### src/rtl/csr_front_pkg.sv
package csr_front_pkg;

    localparam logic [1:0] TR_IDLE   = 2'b00;
    localparam logic [1:0] TR_BUSY   = 2'b01;
    localparam logic [1:0] TR_NONSEQ = 2'b10;
    localparam logic [1:0] TR_SEQ    = 2'b11;

    localparam logic [2:0] SZ_WORD   = 3'b010;

    localparam logic RESP_OKAY  = 1'b0;
    localparam logic RESP_ERROR = 1'b1;

    // Data-phase state of the slave
    typedef enum logic [2:0] {
        PH_IDLE,
        PH_WRITE,
        PH_READ,
        PH_ERR_WAIT,
        PH_ERR_DONE
    } phase_e;

    // Outcome of the address-phase checks
    typedef enum logic [1:0] {
        ACC_NONE,
        ACC_WRITE,
        ACC_READ,
        ACC_FAULT
    } verdict_e;

endpackage

### src/rtl/csr_addr_decode.sv
module csr_addr_decode #(
    parameter int ADDR_W   = 8,
    parameter int NUM_REGS = 12,
    parameter int IDX_W    = 4
) (
    input  logic [ADDR_W-1:0] addr_i,
    output logic              hit_o,
    output logic [IDX_W-1:0]  idx_o,
    output logic              misaligned_o
);
    localparam int WORD_W = ADDR_W - 2;

    logic [WORD_W-1:0] word_idx;

    assign word_idx     = addr_i[ADDR_W-1:2];
    assign misaligned_o = |addr_i[1:0];
    assign hit_o        = {1'b0, word_idx} < (WORD_W + 1)'(NUM_REGS);
    assign idx_o        = word_idx[IDX_W-1:0];

endmodule

### src/rtl/csr_access_check.sv
module csr_access_check
    import csr_front_pkg::*;
(
    input  logic       sel_i,
    input  logic [1:0] trans_i,
    input  logic       write_i,
    input  logic [2:0] size_i,
    input  logic       prot_priv_i,
    input  logic       priv_only_i,
    input  logic       misalign_en_i,
    input  logic       hit_i,
    input  logic       misaligned_i,
    output verdict_e   verdict_o
);
    logic active;
    logic bad_kind;
    logic bad_prot;
    logic bad_align;

    assign active    = sel_i && trans_i[1];
    assign bad_kind  = (trans_i == TR_SEQ) || (size_i != SZ_WORD);
    assign bad_prot  = prot_priv_i != priv_only_i;
    assign bad_align = misalign_en_i && misaligned_i;

    always_comb begin
        if (!active) begin
            verdict_o = ACC_NONE;
        end else if (bad_kind || bad_prot || bad_align || !hit_i) begin
            verdict_o = ACC_FAULT;
        end else if (write_i) begin
            verdict_o = ACC_WRITE;
        end else begin
            verdict_o = ACC_READ;
        end
    end

endmodule

### src/rtl/csr_resp_fsm.sv
module csr_resp_fsm
    import csr_front_pkg::*;
#(
    parameter int IDX_W = 4
) (
    input  logic             clk,
    input  logic             rst_n,
    input  verdict_e         verdict_i,
    input  logic [IDX_W-1:0] idx_i,
    output phase_e           phase_o,
    output logic [IDX_W-1:0] idx_o,
    output logic             hready_o,
    output logic             hresp_o
);
    typedef struct packed {
        phase_e           phase;
        logic [IDX_W-1:0] idx;
    } fsm_t;

    fsm_t st_d;
    fsm_t st_q;

    always_comb begin
        st_d = st_q;
        if (st_q.phase == PH_ERR_WAIT) begin
            st_d.phase = PH_ERR_DONE;
        end else begin
            st_d.idx = idx_i;
            case (verdict_i)
                ACC_WRITE: st_d.phase = PH_WRITE;
                ACC_READ:  st_d.phase = PH_READ;
                ACC_FAULT: st_d.phase = PH_ERR_WAIT;
                default:   st_d.phase = PH_IDLE;
            endcase
        end
    end

    always_ff @(posedge clk or negedge rst_n) begin
        if (!rst_n) begin
            st_q <= '{phase: PH_IDLE, idx: '0};
        end else begin
            st_q <= st_d;
        end
    end

    assign phase_o  = st_q.phase;
    assign idx_o    = st_q.idx;
    assign hready_o = st_q.phase != PH_ERR_WAIT;
    assign hresp_o  = (st_q.phase == PH_ERR_WAIT) || (st_q.phase == PH_ERR_DONE);


    err_second_chk: assert property (@(posedge clk) disable iff (!rst_n)
        (!hready_o) |=> (hready_o && hresp_o));


    err_wait_once_chk: assert property (@(posedge clk) disable iff (!rst_n)
        (!hready_o) |=> $stable(st_q.idx));

endmodule

### src/rtl/csr_strobe_gen.sv
module csr_strobe_gen #(
    parameter int NUM_REGS = 12,
    parameter int IDX_W    = 4
) (
    input  logic                en_i,
    input  logic [IDX_W-1:0]    idx_i,
    output logic [NUM_REGS-1:0] strobe_o
);
    for (genvar g = 0; g < NUM_REGS; g++) begin : g_strobe
        assign strobe_o[g] = en_i && (idx_i == IDX_W'(g));
    end

endmodule

### src/rtl/csr_rdata_mux.sv
module csr_rdata_mux #(
    parameter int NUM_REGS = 12,
    parameter int IDX_W    = 4,
    parameter int DATA_W   = 32
) (
    input  logic                       en_i,
    input  logic [IDX_W-1:0]           idx_i,
    input  logic [NUM_REGS*DATA_W-1:0] bus_i,
    output logic [DATA_W-1:0]          data_o
);
    logic [DATA_W-1:0] words [NUM_REGS];

    for (genvar g = 0; g < NUM_REGS; g++) begin : g_word
        assign words[g] = bus_i[g*DATA_W +: DATA_W];
    end

    always_comb begin
        data_o = '0;
        if (en_i && ({1'b0, idx_i} < (IDX_W + 1)'(NUM_REGS))) begin
            data_o = words[idx_i];
        end
    end

endmodule

### src/rtl/csr_ahb_front.sv
module csr_ahb_front
    import csr_front_pkg::*;
#(
    parameter int ADDR_W   = 8,
    parameter int NUM_REGS = 12,
    parameter int DATA_W   = 32
) (
    input  logic                       clk,
    input  logic                       rst_n,
    input  logic                       hsel,
    input  logic [ADDR_W-1:0]          haddr,
    input  logic [1:0]                 htrans,
    input  logic                       hwrite,
    input  logic [2:0]                 hsize,
    input  logic [3:0]                 hprot,
    input  logic [DATA_W-1:0]          hwdata,
    input  logic                       priv_only,
    input  logic                       misalign_err_en,
    input  logic [NUM_REGS*DATA_W-1:0] reg_rd_bus,
    output logic [DATA_W-1:0]          hrdata,
    output logic                       hready,
    output logic                       hresp,
    output logic [NUM_REGS-1:0]        wr_strobe,
    output logic [DATA_W-1:0]          wr_data
);
    localparam int IDX_W = (NUM_REGS > 1) ? $clog2(NUM_REGS) : 1;

    logic             dec_hit;
    logic             dec_misaligned;
    logic [IDX_W-1:0] dec_idx;
    verdict_e         verdict;
    phase_e           phase;
    logic [IDX_W-1:0] phase_idx;
    logic             unused_prot_bits;

    assign unused_prot_bits = ^{hprot[3:2], hprot[0]};

    csr_addr_decode #(
        .ADDR_W   (ADDR_W),
        .NUM_REGS (NUM_REGS),
        .IDX_W    (IDX_W)
    ) u_decode (
        .addr_i       (haddr),
        .hit_o        (dec_hit),
        .idx_o        (dec_idx),
        .misaligned_o (dec_misaligned)
    );

    csr_access_check u_check (
        .sel_i         (hsel),
        .trans_i       (htrans),
        .write_i       (hwrite),
        .size_i        (hsize),
        .prot_priv_i   (hprot[1]),
        .priv_only_i   (priv_only),
        .misalign_en_i (misalign_err_en),
        .hit_i         (dec_hit),
        .misaligned_i  (dec_misaligned),
        .verdict_o     (verdict)
    );

    csr_resp_fsm #(
        .IDX_W (IDX_W)
    ) u_fsm (
        .clk       (clk),
        .rst_n     (rst_n),
        .verdict_i (verdict),
        .idx_i     (dec_idx),
        .phase_o   (phase),
        .idx_o     (phase_idx),
        .hready_o  (hready),
        .hresp_o   (hresp)
    );

    csr_strobe_gen #(
        .NUM_REGS (NUM_REGS),
        .IDX_W    (IDX_W)
    ) u_strobe (
        .en_i     (phase == PH_WRITE),
        .idx_i    (phase_idx),
        .strobe_o (wr_strobe)
    );

    csr_rdata_mux #(
        .NUM_REGS (NUM_REGS),
        .IDX_W    (IDX_W),
        .DATA_W   (DATA_W)
    ) u_rmux (
        .en_i   (phase == PH_READ),
        .idx_i  (phase_idx),
        .bus_i  (reg_rd_bus),
        .data_o (hrdata)
    );

    assign wr_data = hwdata;


    priv_fault_chk: assert property (@(posedge clk) disable iff (!rst_n)
        (hready && hsel && htrans == TR_NONSEQ && hprot[1] != priv_only)
        |=> (!hready && hresp && wr_strobe == '0));


    unmapped_chk: assert property (@(posedge clk) disable iff (!rst_n)
        (hready && hsel && htrans == TR_NONSEQ
         && {1'b0, haddr[ADDR_W-1:2]} >= (ADDR_W - 1)'(NUM_REGS))
        |=> (!hready && hresp));


    strobe_onehot_chk: assert property (@(posedge clk) disable iff (!rst_n)
        $onehot0(wr_strobe));


    strobe_cause_chk: assert property (@(posedge clk) disable iff (!rst_n)
        (|wr_strobe) |-> $past(hready && hsel && htrans == TR_NONSEQ && hwrite));


    idle_okay_chk: assert property (@(posedge clk) disable iff (!rst_n)
        (hready && !(hsel && htrans[1]))
        |=> (hready && !hresp && wr_strobe == '0));

endmodule

### config.mk
export PLATFORM = sky130hd
export DESIGN_NAME = csr_ahb_front
export DESIGN_NICKNAME = d
export VERILOG_FILES = /design/src/rtl/csr_front_pkg.sv /design/src/rtl/csr_addr_decode.sv /design/src/rtl/csr_access_check.sv /design/src/rtl/csr_resp_fsm.sv /design/src/rtl/csr_strobe_gen.sv /design/src/rtl/csr_rdata_mux.sv /design/src/rtl/csr_ahb_front.sv
export SDC_FILE = /design/constraint.sdc
export NUM_CORES = 1
export LEC_CHECK = 0
export BUFFER_PORTS_ARGS = -buffer_cell sky130_fd_sc_hd__buf_2
export CORE_AREA = 10 10 191 193
export DETAILED_ROUTE_END_ITERATION = 10
export DIE_AREA = 0 0 201 203
export PLACE_DENSITY = 0.42
export SLEW_MARGIN = 5
export SYNTH_ARGS = -nofsm -noshare
export SYNTH_HDL_FRONTEND = slang
export SYNTH_SLANG_ARGS = --single-unit
### constraint.sdc
create_clock -name clk -period 4.9 [get_ports clk]
set_input_delay 0.49 -clock clk [delete_from_list [all_inputs] [get_ports clk]]
set_output_delay 0.49 -clock clk [all_outputs]
set_load 0.02 [all_outputs]
==> run_results.csv <==
group,metric,value,unit
status,status,"finished, final reports clean",
setup_path,crit_required,4.41,ns
floorplan,core,32500,um2
timing,clock_skew,0.000465,ns
worst_hold_path,hold_class,"in -> async",
floorplan,die_area,40800,um2
setup_path,critical_path_class,"reg -> out",
drt,drc,0,
final_layout,final_cell_area,6100,um2
job,maxCapViolCount,0,
logic_synthesis,yosysUniqueCellTypes,26,
timing,setup_viol,0,
pwr,p_clk_share,19.7,%
clock_network,clk_pin_slew_worst_paths,0.03,ns
pwr,power,0.690,mW
setup_path,crit_path_end_kind,"primary output",
setup_path,crit_arrival,3.00,ns
setup_path,rr_startpoint,"u_fsm.idx_o[1]",
placement,place_area,6010,um2
timing,slew_headroom,31.6,%
logic_synthesis,postSynthCellCount,278,
final_layout,final_cell_mix,"buf_2 (449), mux4_2 (96), and3_1 (32), a221o_1 (32), nor2_1 (8)",
clock_network,hold_buffers,0,
final_layout,final_nets,1105,
clock_network,root_buffer,"clkbuf_16",
placement,gp_congestion,0.844,
final_layout,fin_cells,1109,
grt,antenna_found_initial,6,
floorplan,ioPinCount,517,
logic_synthesis,syn-cell-area,3570,um2
clock_network,clk_path_buf_depth,2,
timing,timing.final.crit_period,3.49,ns
final_layout,syn_to_final_growth,70.9,%
logic_synthesis,synth.avg_cell_area,12.8,um2
logic_synthesis,ys.warnings.count,0,
clock_network,tritoncts,"yes",
logic_synthesis,yosysTopAreaCell,"mux4_2",
setup_path,rr_worst_depth,2,
drt,vias,4579,
logic_synthesis,synth.top_cell.area_share,60.6,%
timing,post-route-period-util,71.3,%
timing,maxSlewViolCount,0,
drt,antenna_left,0,
clock_network,clock_latency,0.23,ns
placement,port_buffers,449,
setup_path,cp-start-kind,"register",
setup_path,path_max_fanout,32,
grt,grt_usage,11.6,%
logic_synthesis,async_reset_ff_share,100,%
floorplan,start_util,11.0,%
drt,vias_per_cell,4.13,
drt,dr.pass1.iters,4,
grt,grt_pass1_vias,5342,
grt,grt-ovfl-total,0,
drt,wl_per_cell,22.8,um
floorplan,row_count,66,
clock_network,h-tree-depth,1,
placement,dp_hpwl,22100,um
final_layout,final_common_cell,"buf_2",
pwr,ir_worst_vdd,0.000129,V
setup_path,ff2ff_setup_slack,3.41,ns
pwr,power.share.switching,33.7,%
logic_synthesis,syn-num-nets,717,
clock_network,cts.sinks,7,
logic_synthesis,yosys-top-cells-area,"mux4_2 (61%), a221o_1 (9.0%), buf_4 (7.4%)",
clock_network,cts_setup_buffers,0,
timing,rsz0062_at_grt,"no",
timing,tightest_slew,1.03,ns
pwr,p_int,0.457,mW
pwr,p_sw,0.233,mW
drt,drtIter0Drc,203,
floorplan,chipHeight,203,um
pwr,power_frac_comb,67.5,%
placement,place_inst,1103,
logic_synthesis,yosys_most_used_dff,"dfrtp_1",
clock_network,cts_made_buffers,3,
final_layout,drive_above_1_share,84.5,%
timing,fin_setup_tns,0,ns
logic_synthesis,ys_seq_area_share,4.91,%
floorplan,fp.dieW,201,um
clock_network,cts_resized,0,
pwr,seqPwrFrac,12.8,%
timing,finalHoldViolations,0,
setup_path,rr_endpoint,"u_fsm.idx_o[1]",
pwr,p_per_area,113,nW/um2
timing,fmax,0.286,GHz
logic_synthesis,synth_seq_cells,7,
pwr,p_leak,3.00,nW
grt,grt_max_degree,53,
grt,grt_pass1_wl,36100,um
logic_synthesis,synth_edf_count,0,
drt,totalWireLength,25300,um
worst max-delay path, cell delays in order, from the launching register on:
cell and delay [ns]:
dfrtp_1 0.43, nor3b_4 0.77, and3b_2 1.03, a221o_1 0.33
buf_2 0.19
cells by family (layout without fill, tap and decap cells):
group	Yosys count	after routing	synth area share (%)
other	0	2	0
XOR/XNOR	1	1	0.245
flip-flops	7	7	4.91
AO/OA/AOI/OAI	37	37	9.99
buffers and inverters	72	459	12.7
multiplexers	100	100	61.9
AND/OR/NAND/NOR	61	61	10.3
cells in the mapped netlist, drive strengths merged (4+ instances only):
library cell   n
nor2           9
clkbuf        17
nor3           4
a221o         32
nand2b         6
and3          32
mux4          96
buf           53
mux2           4
dfrtp          7
layer usage:
metal	up-vias	GRT usage, %	wire length, um
li1	1986	-	-
met1	2227	13.2	9690
met2	327	20.2	12500
met3	39	3.79	2380
met4	0	3.22	725
met5	-	0	0
power groups by stage:
| stage | Combinational (mW) | Clock, mW | Sequential [mW] |
|---|---|---|---|
| after floorplan | 0.302 | 0 | 0.0637 |
| after global placement | 0.468 | 0 | 0.0900 |
| after detailed placement | 0.472 | 0 | 0.0906 |
| after CTS | 0.473 | 0.139 | 0.0898 |
| after global routing | 0.504 | 0.144 | 0.0916 |
| final | 0.466 | 0.136 | 0.0882 |
layout make-up:
class	count	area (um2)
diodes	2	5.00
repair buffers	453	2310
clock buffers	4	78.8
inverters	2	7.51
well taps	442	553
flip-flops and latches	7	183
multi-input cells	199	2960
fillers	3651	26400
how the worst max path moves through the flow:
stage,slack (ns),depth (start not counted),end,start
2_1_floorplan,2.64,4,hrdata[10],u_fsm.idx_o[0]
3_3_place_gp,1.57,4,hrdata[0],u_fsm.phase_o[0]
3_5_place_dp,1.52,4,hrdata[0],u_fsm.phase_o[0]
6_report,1.41,4,hrdata[0],u_fsm.phase_o[0]
4_1_cts,1.27,4,hrdata[0],u_fsm.phase_o[0]
5_1_grt,1.18,4,hrdata[0],u_fsm.phase_o[0]
stage by stage:
step | utilization (%) | setup WS, ns | hold WS (ns)
floorplan | - | 2.64 | 0.194
global placement | 18.5 | 1.57 | 0.330
detailed placement | 18.5 | 1.52 | 0.330
CTS | 18.8 | 1.27 | 0.0916
global route | 18.8 | 1.18 | 0.103
finish | 18.8 | 1.41 | 0.0889
sequential cells by signal, summed over array words and instances, names as in the netlist:
register,count
u_fsm.phase_o,3
u_fsm.idx_o,4
No activity file was read; power rests on OpenSTA's default activity.
